$ cat src/rtl/hb_cpu_decoder.sv
module hb_cpu_decoder #(
  parameter int AW = 32,
  parameter int NSEL = 6,
  parameter int DEVBITS = 11
) (
  input  logic            clk,
  input  logic            rst,
  input  logic            req_valid,
  input  logic [AW-1:0]   req_addr,
  input  logic            req_write,
  input  logic [1:0]      req_size,
  input  logic            io_sparse,
  output logic            dec_valid,
  output logic [NSEL-1:0] dec_sel,
  output logic [AW-1:0]   dec_addr,
  output logic            dec_write,
  output logic [1:0]      dec_size,
  output logic            intack_strobe
);
  localparam int S_IO = 0, S_CFG = 1, S_ACK = 2, S_MEM = 3, S_ROM = 4, S_NONE = 5;
  localparam logic [AW-1:0] IO_LO  = 32'h8000_0000, IO_HI  = 32'hBF7F_FFFF;
  localparam logic [AW-1:0] CFG_LO = 32'h8080_0000, CFG_HI = 32'h80BF_FFFF;
  localparam logic [AW-1:0] ACK_AD = 32'hBFFF_FFF0;
  localparam logic [AW-1:0] MEM_LO = 32'hC000_0000, MEM_HI = 32'hFEFF_FFFF;
  localparam logic [AW-1:0] ROM_LO = 32'hFFF0_0000;
  localparam logic [AW-1:0] LOW_HI = 32'h807F_FFFF;

  logic [NSEL-1:0] sel;
  logic [AW-1:0]   xaddr;
  logic [4:0]      dev;

  always_comb begin
    dev = 5'(DEVBITS);
    for (int i = DEVBITS - 1; i >= 0; i--)
      if (req_addr[11+i]) dev = 5'(i);
  end

  always_comb begin
    sel   = '0;
    xaddr = '0;
    if (req_size == 2'b11) begin
      sel[S_NONE] = 1'b1;
    end else if (req_addr >= CFG_LO && req_addr <= CFG_HI) begin
      sel[S_CFG] = 1'b1;
      xaddr = {16'b0, dev, req_addr[10:0]};
    end else if (req_addr >= IO_LO && req_addr <= LOW_HI) begin
      sel[S_IO] = 1'b1;
      xaddr = io_sparse ? {16'b0, req_addr[22:12], req_addr[4:0]}
                        : {16'b0, req_addr[15:0]};
    end else if (req_addr >= IO_LO && req_addr <= IO_HI) begin
      sel[S_IO] = 1'b1;
      xaddr = req_addr - IO_LO;
    end else if (req_addr == ACK_AD) begin
      if (!req_write && req_size == 2'b00) sel[S_ACK] = 1'b1;
      else sel[S_NONE] = 1'b1;
    end else if (req_addr >= MEM_LO && req_addr <= MEM_HI) begin
      sel[S_MEM] = 1'b1;
      xaddr = req_addr - MEM_LO;
    end else if (req_addr >= ROM_LO && !req_write) begin
      sel[S_ROM] = 1'b1;
      xaddr = {12'b0, req_addr[19:0]};
    end else begin
      sel[S_NONE] = 1'b1;
    end
  end

  always_ff @(posedge clk) begin
    if (rst) begin
      dec_valid     <= 1'b0;
      dec_sel       <= '0;
      dec_addr      <= '0;
      dec_write     <= 1'b0;
      dec_size      <= 2'b00;
      intack_strobe <= 1'b0;
    end else begin
      dec_valid     <= req_valid;
      intack_strobe <= req_valid && sel[S_ACK];
      if (req_valid) begin
        dec_sel   <= sel;
        dec_addr  <= xaddr;
        dec_write <= req_write;
        dec_size  <= req_size;
      end
    end
  end

  assert_valid_follows_R10: assert property (@(posedge clk) disable iff (rst)
    req_valid |=> dec_valid);
  assert_idle_follows_R10: assert property (@(posedge clk) disable iff (rst)
    !req_valid |=> !dec_valid);
  assert_onehot_R11: assert property (@(posedge clk) disable iff (rst)
    dec_valid |-> $countones(dec_sel) == 1);
  assert_ack_read_byte_R6: assert property (@(posedge clk) disable iff (rst)
    intack_strobe |-> dec_valid && dec_sel[S_ACK] && !dec_write && dec_size == 2'b00);
  assert_ack_pulse_R6: assert property (@(posedge clk) disable iff (rst)
    dec_valid && dec_sel[S_ACK] |-> intack_strobe);
  assert_rom_no_write_R8: assert property (@(posedge clk) disable iff (rst)
    dec_valid && dec_sel[S_ROM] |-> !dec_write);
  assert_cfg_dev_range_R4: assert property (@(posedge clk) disable iff (rst)
    dec_valid && dec_sel[S_CFG] |-> dec_addr[31:16] == 16'b0 && dec_addr[15:11] <= 5'(DEVBITS));
  assert_sparse_pack_R3: assert property (@(posedge clk) disable iff (rst)
    req_valid && io_sparse && req_size != 2'b11 && req_addr[31:23] == 9'h100
    |=> dec_sel[S_IO] && dec_addr[15:5] == $past(req_addr[22:12])
        && dec_addr[4:0] == $past(req_addr[4:0]));
endmodule

$ cat config.mk
export PLATFORM = sky130hd
export DESIGN_NAME = hb_cpu_decoder
export DESIGN_NICKNAME = d
export VERILOG_FILES = /design/src/rtl/hb_cpu_decoder.sv
export SDC_FILE = /design/constraint.sdc
export NUM_CORES = 1
export LEC_CHECK = 0
export ABC_AREA = 1
export ABC_CLOCK_PERIOD_IN_PS = 4750
export BUFFER_PORTS_ARGS = -buffer_cell sky130_fd_sc_hd__buf_2
export CAP_MARGIN = 30
export CELL_PAD_IN_SITES_DETAIL_PLACEMENT = 2
export CELL_PAD_IN_SITES_GLOBAL_PLACEMENT = 2
export CORE_MARGIN = 5
export CORE_UTILIZATION = 26
export CTS_CLUSTER_DIAMETER = 200
export DETAILED_ROUTE_END_ITERATION = 16
export HOLD_SLACK_MARGIN = 0.1
export PLACE_DENSITY_LB_ADDON = 0.1
export SLEW_MARGIN = 20
export SYNTH_ARGS = -nofsm -noshare
export SYNTH_HDL_FRONTEND = slang
export SYNTH_SLANG_ARGS = --single-unit
export TNS_END_PERCENT = 10
$ cat constraint.sdc
create_clock -name clk -period 4.75 [get_ports clk]
set_input_delay 0.7125 -clock clk [delete_from_list [all_inputs] [get_ports clk]]
set_output_delay 0.7125 -clock clk [all_outputs]
set_load 0.02 [all_outputs]
==> metrics.csv, run 1 <==
metric,value,unit
outcome,completed,
Hold Crit Class,flip-flop to flip-flop,
total gr overflow,0,
Synth cell types,37,
reg2reg start,dec_addr[10]$_SDFFE_PP0P_,
largest net degree at the start of global routing,33,
global-route wire length before repair,17060,µm
RSZ-0062 raised after global routing,false,
Fmax,445.9,MHz
#FFs+latches synth,43,
Hold Path Depth,1,
Worst-Skew Late Latency,0.29,ns
GRT busiest layer,met2,
CP most frequent cell,nand2_1,
leak pwr,1.607,nW
M1 GR Usage,0.2007,
Wirelength per Cell,16.21,µm
Routability Congestion,0.7970,
Vias,2959,
Detailed Route Iter0 Violations,88,
First-pass DRT Iterations,4,
most area-consuming cells after synthesis,"dfxtp_1 32%, nand2_1 19%, nor2_1 7.1%, inv_1 6.0%, nand3_1 4.7%",
"antenna viol nets, final",0,
met3 Use GR,0.02880,
n_diodes,0,
endpoint with the worst hold slack,dec_sel[2]$_SDFFE_PP0P_,
Setup Crit Path Kind,input pin to flip-flop,
Starting Density,0.2631,
Num CTS Buffers,5,
Crit path required time,4.97,ns
Overall Power,0.0008634,W
CORE AREA,10180,µm²
Die Wd,111.5,µm
Syn Nets,453,
synthesized area,2680,µm²
Tot GR Track Use,0.1692,
arrival time worst endpoint,2.46,ns
Ports,82,
total of max-cap violations,0,
CP endpoint kind,flip-flop,
number of vias per cell,4.719,
Total Neg Setup Slack,0,ns
"commonest non-fill, non-tap cells in the layout","133 x nand2_1, 81 x buf_2, 51 x nor2_1",
Mapped Cells,412,
P&R area growth vs syn,22.32,%
crit start category,input pin,
crit path cell chain,"buf_2, inv_1, ha_1, inv_1, nor3_1, nand2_1, nor2_1, nand2_1, nand2_2, nand2_4, inv_4, nor2_4, nand2_1, o21ai_0",
share of layout cells above drive strength 1,0.2505,
Routed Wire Length,10160,µm
Die H,111.5,µm
CTS HTree Levels,2,
initial antenna violation count,0,
post-route clock period utilization,0.4722,
Post-CTS Resized,0,
Final Hold Vio Count,0,
register area share after synthesis,0.3212,
Slew @ Worst Pin,0.7166,ns
Sink Count,43,
Peak supply drop,0.1427,mV
clock tree buffer depth,2,
clk_skew,0,ns
Syn. warnings,0,
Layout Nets,532,
post-CTS setup buffers,0,
Power Density,263.4,nW/µm²
met2 usage,0.3168,
CTS tree,done,
num rows,37,
final setup vio count,0,
Crit Path Max Fanout,13,
max_slew headroom,0.5223,
Synth top area share,0.3212,
Detailed Place HPWL,8321,µm
worst r2r path cells,3,
"Clk pin slew, worst setup/hold paths",0.08,ns
clock root cell,clkbuf_8,
fin. max-slew vios,0,
hold buffer count at cts,0,
DRC,0,
post-synth top area cell,dfxtp_1,
"commonest non-fill, non-tap cell in the layout",nand2_1,
Critical-path top delay cell,nor2_4,
Die ar.,12440,µm²
"slowest stage delay, CP",0.29,ns
vias in the first global route,3311,
PortBufs,81,
beginning of the worst hold path,dec_sel[2]$_SDFFE_PP0P_,
RR Endpoint,dec_addr[10]$_SDFFE_PP0P_,
reg2reg setup slack,3.94,ns
post-layout min period,2.243,ns
Synth Area per Inst,6.505,µm²
## where the power goes
| group | switching [W] | internal (W) |
|---|---|---|
| Combinational | 0.000135 | 0.0000599 |
| Sequential | 0.00000839 | 0.000377 |
| Clock | 0.000130 | 0.000154 |
| Total | 0.000272 | 0.000591 |
## how the worst max path moves through the flow
| stage | cells past startpoint | from | endpoint | slack, ns |
|---|---|---|---|---|
| 6_report | 14 | req_addr[30] | dec_addr[16]$_SDFFE_PP0P_ | 2.51 |
| 5_1_grt | 16 | req_addr[30] | dec_addr[30]$_SDFFE_PP0P_ | 2.27 |
| 4_1_cts | 14 | req_addr[30] | dec_addr[16]$_SDFFE_PP0P_ | 2.50 |
| 3_5_place_dp | 14 | req_addr[30] | dec_addr[16]$_SDFFE_PP0P_ | 2.21 |
| 3_3_place_gp | 16 | req_addr[30] | dec_addr[30]$_SDFFE_PP0P_ | 2.26 |
| 2_1_floorplan | 14 | req_addr[30] | dec_addr[22]$_SDFFE_PP0P_ | 2.68 |
## per-stage QoR
step                utilization  setup WS, ns  area [µm²]  instances  hold slack (ns)
global route             0.3219         2.274        3278        627           0.4878
detailed placement       0.3118         2.211        3176        620           0.4413
CTS                      0.3219         2.499        3278        627           0.4621
finish                   0.3219         2.507        3278        627           0.4556
global placement         0.3118         2.262        3176        620           0.4330
floorplan                     -         2.682        2680        412           0.5311
## routing by layer
metal | wire length, µm | vias up
met5 | 0 | -
met4 | 86 | 0
met3 | 275 | 4
met2 | 5342 | 41
met1 | 4459 | 1443
li1 | - | 1471
## final cells by class
cell class | count | area, µm²
multi-input cells | 314 | 1556
clock inverters | 1 | 30.03
fillers | 1293 | 6907
inverters | 44 | 167.7
clock buffers | 6 | 72.57
flip-flops and latches | 43 | 860.8
repair buffers | 83 | 420.4
well taps | 136 | 170.2
## synthesized netlist by cell type
cell type	instances
a211oi_1	2
a21boi_0	1
a21boi_1	5
a21o_1	1
a21oi_1	18
a21oi_2	6
a22o_1	2
a22oi_1	1
a22oi_2	2
buf_2	1
buf_6	3
clkbuf_1	4
clkbuf_8	3
dfxtp_1	43
ha_1	2
inv_1	43
inv_4	1
nand2_1	133
nand2_2	8
nand2_4	5
nand3_1	25
nand3_2	1
nand3_4	1
nand3b_1	1
nand4_1	3
nor2_1	51
nor2_2	3
nor2_4	4
nor3_1	9
nor4_1	1
nor4_2	1
o211ai_1	3
o21ai_0	21
o21ai_2	1
o21ai_4	1
o21bai_1	1
o31ai_1	1
## critical path, delay by kind of cell
kind | cells | cell delay, ns
compound gates | 1 | 0.18
fa+ha+maj | 1 | 0.24
buf+inv | 4 | 0.34
simple gates | 8 | 1.01
## cell families (layout without fill, tap and decap cells)
family / Yosys count / after routing / synth area share
AO/OA/AOI/OAI: 66 / 66 / 0.1597
buffers and inverters: 55 / 134 / 0.09803
flip-flops: 43 / 43 / 0.3212
adder cells (fa/ha/maj): 2 / 2 / 0.009336
AND/OR/NAND/NOR: 246 / 246 / 0.4118
## state kept, by name, summed over array words and instances, names as in the netlist
signal,flops
dec_sel,6
dec_addr,32
dec_size,2
dec_valid,1
dec_write,1
intack_strobe,1
No activity file was read; power rests on OpenSTA's default activity.
==> inputs of run 2 (changes only) <==
ABC_CLOCK_PERIOD_IN_PS = 2100   (was 4750)
clock period = 2.1 ns   (was 4.75 ns; I/O delays follow)
==> metrics.csv, run 2 (synthesis results as in run 1) <==
metric,value,unit,change
Critical-path top delay cell,ha_1,,was nor2_4
Post-CTS Resized,0,,unchanged
fin. max-slew vios,0,,unchanged
Peak supply drop,0.2321,mV,was 0.1427 mV
clock root cell,clkbuf_8,,unchanged
Layout Nets,542,,was 532
Die Wd,111.5,µm,unchanged
total of max-cap violations,0,,unchanged
Starting Density,0.2631,,unchanged
"commonest non-fill, non-tap cell in the layout",nand2_1,,unchanged
initial antenna violation count,0,,unchanged
post-CTS setup buffers,0,,unchanged
global-route wire length before repair,17150,µm,was 17060 µm
Routed Wire Length,10310,µm,was 10160 µm
leak pwr,1.644,nW,was 1.607 nW
CORE AREA,10180,µm²,unchanged
Regs by FF count,"dec_addr x32, dec_sel x6, dec_size x2",,unchanged
Crit path max-delay family,simple AND/OR/NAND/NOR gates,,unchanged
dpl cell area,3251,µm²,was 3176 µm²
WP buf/inv,4,,unchanged
Slew @ Worst Pin,0.3685,ns,was 0.7166 ns
Crit Path Max Fanout,4,,was 13
Power Density,553.8,nW/µm²,was 263.4 nW/µm²
number of vias per cell,4.721,,was 4.719
CTS HTree Levels,2,,unchanged
n_diodes,0,,unchanged
Hold Slack,0.2967,ns,was 0.4556 ns
Setup Crit Path Kind,input pin to flip-flop,,unchanged
Final Hold Vio Count,0,,unchanged
RSZ-0062 raised after global routing,false,,unchanged
Top reg by flops,dec_addr,,unchanged
dpl cells,630,,was 620
Die ar.,12440,µm²,unchanged
post-route insts no fill,638,,was 627
"Clk pin slew, worst setup/hold paths",0.08,ns,about the same
First-pass DRT Iterations,4,,unchanged
P&R area growth vs syn,24.46,%,was 22.32%
"antenna viol nets, final",0,,unchanged
CTS tree,done,,unchanged
arrival time worst endpoint,2.04,ns,was 2.46 ns
CP endpoint kind,flip-flop,,unchanged
Hold Path Depth,2,,was 1
vias in the first global route,3358,,was 3311
Hold Crit Class,input pin to flip-flop,,was flip-flop to flip-flop
largest net degree at the start of global routing,27,,was 33
Worst-Skew Late Latency,0.29,ns,about the same
clk_skew,0,ns,unchanged
final setup vio count,0,,unchanged
worst r2r path cells,3,,unchanged
Fmax,541.7,MHz,
share of layout cells above drive strength 1,0.2669,,was 0.2505
Largest register FFs,32,,unchanged
Detailed Place HPWL,8536,µm,was 8321 µm
number of cells on the critical path,15,,was 14
Detailed Route Iter0 Violations,126,,was 88
Filler cells,1289,,was 1293
num rows,37,,unchanged
Vias,3012,,was 2959
Ports,82,,unchanged
PortBufs,81,,unchanged
Crit path required time,2.29,ns,was 4.97 ns
Routability Congestion,0.7817,,was 0.7970
crit start category,input pin,,unchanged
multi-input logic area,1556,µm²,unchanged
total gr overflow,0,,unchanged
met2 usage,0.3205,,was 0.3168
post-route clock period utilization,0.8790,,
Sink Count,43,,unchanged
M1 GR Usage,0.2003,,was 0.2007
clock tree buffer depth,2,,unchanged
Die H,111.5,µm,unchanged
CP most frequent cell,nand2_1,,unchanged
Total Neg Setup Slack,0,ns,unchanged
hold buffer count at cts,0,,unchanged
"slowest stage delay, CP",0.21,ns,was 0.29 ns
GRT busiest layer,met2,,unchanged
met3 Use GR,0.02826,,was 0.02880
Tot GR Track Use,0.1686,,was 0.1692
post-layout min period,1.846,ns,
crit path cell chain,"buf_2, inv_1, ha_1, inv_1, nor3_1, nand2_1, nor3_1, nand2_1, nand2_4, nor2_4, buf_4, nand2_1, a21oi_1, nand2_1, nand2_1",,"was buf_2, inv_1, ha_1, inv_1, nor3_1, nand2_1, nor2_1, nand2_1, nand2_2, nand2_4, inv_4, nor2_4, nand2_1, o21ai_0"
fin area,3336,µm²,was 3278 µm²
outcome,completed,,unchanged
area occupied by registers,860.8,µm²,unchanged
Num CTS Buffers,5,,unchanged
"commonest non-fill, non-tap cells in the layout","133 x nand2_1, 81 x buf_2, 51 x nor2_1",,unchanged
Wirelength per Cell,16.16,µm,was 16.21 µm
DRC,0,,unchanged
max_slew headroom,0.7540,,was 0.5223
-- run 2: layer usage --
layer | wire length [µm] | vias up
met5 | 0 | -
met4 | 80 | 0
met3 | 317 | 8
met2 | 5399 | 48
met1 | 4512 | 1460
li1 | - | 1496
-- run 2: final timing paths --
| path | from | to | slack [ns] |
|---|---|---|---|
| worst min register to register | dec_addr[11]$_SDFFE_PP0P_ | dec_addr[11]$_SDFFE_PP0P_ | 0.46 |
| worst max register to register | dec_addr[8]$_SDFFE_PP0P_ | dec_addr[8]$_SDFFE_PP0P_ | 1.33 |
| worst min-delay path | req_write | dec_write$_SDFFE_PP0P_ | 0.30 |
| worst max-delay path | req_addr[30] | dec_addr[30]$_SDFFE_PP0P_ | 0.25 |
-- run 2: per-stage QoR --
step | utilization | setup WS, ns | total power, W
floorplan | - | 0.4298 | 0.001163
global placement | 0.3192 | 0.07058 | 0.001346
detailed placement | 0.3192 | -0.06010 | 0.001356
CTS | 0.3275 | 0.2526 | 0.001892
global route | 0.3275 | 0.03152 | 0.001981
finish | 0.3275 | 0.2541 | 0.001847
-- run 2: worst register-to-register path, cell delays in order, from the launching register on --
cell and delay [ns]:
dfxtp_1 0.31, nand2_1 0.05, a21boi_1 0.21, a21oi_2 0.08
-- run 2: final cells by class --
type | instances | area share
multi-input combinational | 314 | 0.4666
sequential | 43 | 0.2581
timing repair buffer | 93 | 0.1485
tap | 136 | 0.05101
inverter | 44 | 0.05026
clock buffer | 6 | 0.02176
clock inverter | 2 | 0.003751
-- run 2: power by group --
group	internal, W	switching [W]
registers	0.000852	0.0000194
clock network	0.000233	0.000287
logic	0.000148	0.000308
==> inputs of run 3 (changes only) <==
ABC_CLOCK_PERIOD_IN_PS = 2400   (was 2100)
clock period = 2.4 ns   (was 2.1 ns; I/O delays follow)
==> metrics.csv, run 3 (synthesis results as in run 1) <==
metric,value,unit,change
"antenna viol nets, final",0,,unchanged
fin. max-slew vios,0,,unchanged
final setup vio count,0,,unchanged
"commonest non-fill, non-tap cell in the layout",nand2_1,,unchanged
Tot GR Track Use,0.1691,,was 0.1686
PortBufs,81,,unchanged
Die H,111.5,µm,unchanged
initial antenna violation count,0,,unchanged
Total Neg Setup Slack,0,ns,unchanged
Largest register FFs,32,,unchanged
vias in the first global route,3351,,was 3358
post-CTS setup buffers,0,,unchanged
Power Density,527.9,nW/µm²,was 553.8 nW/µm²
Reg power frac,0.437,,was 0.472
total gr overflow,0,,unchanged
Starting Density,0.2631,,unchanged
Vias,2969,,was 3012
largest net degree at the start of global routing,27,,unchanged
reg2reg setup slack,1.59,ns,was 1.33 ns
outcome,completed,,unchanged
n_diodes,0,,unchanged
global-route wire length before repair,17100,µm,was 17150 µm
Num CTS Buffers,5,,unchanged
clk_skew,0,ns,unchanged
Layout Nets,533,,was 542
share of layout cells above drive strength 1,0.2556,,was 0.2669
post-layout min period,1.924,ns,
Sink Count,43,,unchanged
Wirelength per Cell,16.28,µm,was 16.16 µm
hold buffer count at cts,0,,unchanged
Top reg by flops,dec_addr,,unchanged
Detailed Route Iter0 Violations,59,,was 126
sw frac,0.3101,,was 0.3326
Peak supply drop,0.2937,mV,was 0.2321 mV
RSZ-0062 raised after global routing,false,,unchanged
Setup Crit Path Kind,input pin to flip-flop,,unchanged
Routability Congestion,0.8507,,was 0.7817
total of max-cap violations,0,,unchanged
"Core Util, Final",0.3241,,was 0.3275
Post-CTS Resized,0,,unchanged
Detailed Place HPWL,8386,µm,was 8536 µm
CORE AREA,10180,µm²,unchanged
First-pass DRT Iterations,4,,unchanged
Die Wd,111.5,µm,unchanged
part of the power in combinational logic,0.223,,was 0.247
Hold Crit Class,input pin to flip-flop,,unchanged
num rows,37,,unchanged
Routed Wire Length,10240,µm,was 10310 µm
Final Hold Vio Count,0,,unchanged
CTS tree,done,,unchanged
Crit path required time,2.64,ns,was 2.29 ns
CP endpoint kind,flip-flop,,unchanged
DRC,0,,unchanged
crit start category,input pin,,unchanged
"commonest non-fill, non-tap cells in the layout","133 x nand2_1, 81 x buf_2, 51 x nor2_1",,unchanged
number of vias per cell,4.720,,was 4.721
arrival time worst endpoint,2.17,ns,was 2.04 ns
max_slew headroom,0.5496,,was 0.7540
Die ar.,12440,µm²,unchanged
Clk network pwr share,0.340,,was 0.281
"Clk pin slew, worst setup/hold paths",0.09,ns,was 0.08 ns
CTS HTree Levels,2,,unchanged
P_int,0.001202,W,was 0.001233 W
P&R area growth vs syn,23.16,%,was 24.46%
Worst-Skew Late Latency,0.29,ns,about the same
clock tree buffer depth,2,,unchanged
post-route clock period utilization,0.8017,,
switching power,0.0005404,W,was 0.0006145 W
Slew @ Worst Pin,0.6749,ns,was 0.3685 ns
Fmax,519.7,MHz,
leak pwr,1.621,nW,was 1.644 nW
Filler cells,1308,,was 1289
clock root cell,clkbuf_8,,unchanged
Ports,82,,unchanged
Crit Path Max Fanout,13,,was 4
Regs by FF count,"dec_addr x32, dec_sel x6, dec_size x2",,unchanged
[run 3: cell count changes in the layout (fill, tap and decap cells not counted), sizes merged]
cell      change
buf           -9
bufinv        +1
clkinvlp      -1
[run 3: power groups by stage]
| stage | Combinational, W | Sequential, W | Clock (W) |
|---|---|---|---|
| finish | 0.000388 | 0.000762 | 0.000592 |
| global route | 0.000433 | 0.000767 | 0.000656 |
| CTS | 0.000398 | 0.000763 | 0.000617 |
| detailed placement | 0.000396 | 0.000779 | 0 |
| global placement | 0.000388 | 0.000778 | 0 |
| floorplan | 0.000200 | 0.000817 | 0 |
[run 3: cell type report]
| cell class | count | area (µm²) | share of cell area |
|---|---|---|---|
| multi-input combinational | 314 | 1556 | 0.4716 |
| inverter | 44 | 167.7 | 0.05080 |
| clock buffer | 6 | 82.58 | 0.02502 |
| clock inverter | 2 | 35.03 | 0.01061 |
| sequential | 43 | 860.8 | 0.2608 |
| timing repair buffer | 84 | 427.9 | 0.1296 |
| tap | 136 | 170.2 | 0.05155 |
[run 3: worst max-delay path, stage by stage]
cell     delay [ns]
buf_2          0.10
inv_1          0.06
ha_1           0.24
inv_1          0.10
nor3_1         0.05
nand2_1        0.13
nor2_1         0.06
nand2_1        0.08
nand2_2        0.07
nand2_4        0.15
inv_4          0.07
nor2_4         0.31
nand2_1        0.14
a21oi_1        0.14
nand2_1        0.06
nand2_1        0.05
[run 3: final timing paths]
path / startpoint / to / cells after the start
max: req_addr[30] / dec_addr[30]$_SDFFE_PP0P_ / 16
min: req_size[0] / dec_size[0]$_SDFFE_PP0P_ / 3
max reg2reg: dec_addr[8]$_SDFFE_PP0P_ / dec_addr[8]$_SDFFE_PP0P_ / 3
min reg2reg: dec_sel[2]$_SDFFE_PP0P_ / dec_sel[2]$_SDFFE_PP0P_ / 1
[run 3: routing by layer]
metal / part of all wire / track usage / up-vias / routed length [µm]
met3: 0.029 / 0.02609 / 13 / 294
li1: - / - / 1472 / -
met5: 0 / 0 / - / 0
met1: 0.44 / 0.2045 / 1430 / 4534
met4: 0.014 / 0.04380 / 0 / 144
met2: 0.51 / 0.3112 / 54 / 5270
[run 3: metrics by stage]
stage	total power (W)	area [µm²]	hold WS (ns)	setup slack [ns]	instances
after CTS	0.001777	3301	0.3181	0.4743	629
after global placement	0.001166	3183	0.4340	0.2615	621
final	0.001742	3301	0.3312	0.4760	629
after global routing	0.001855	3301	0.3348	0.2737	629
after floorplan	0.001017	2680	0.4524	0.6848	412
after detailed placement	0.001175	3183	0.4392	0.1649	621
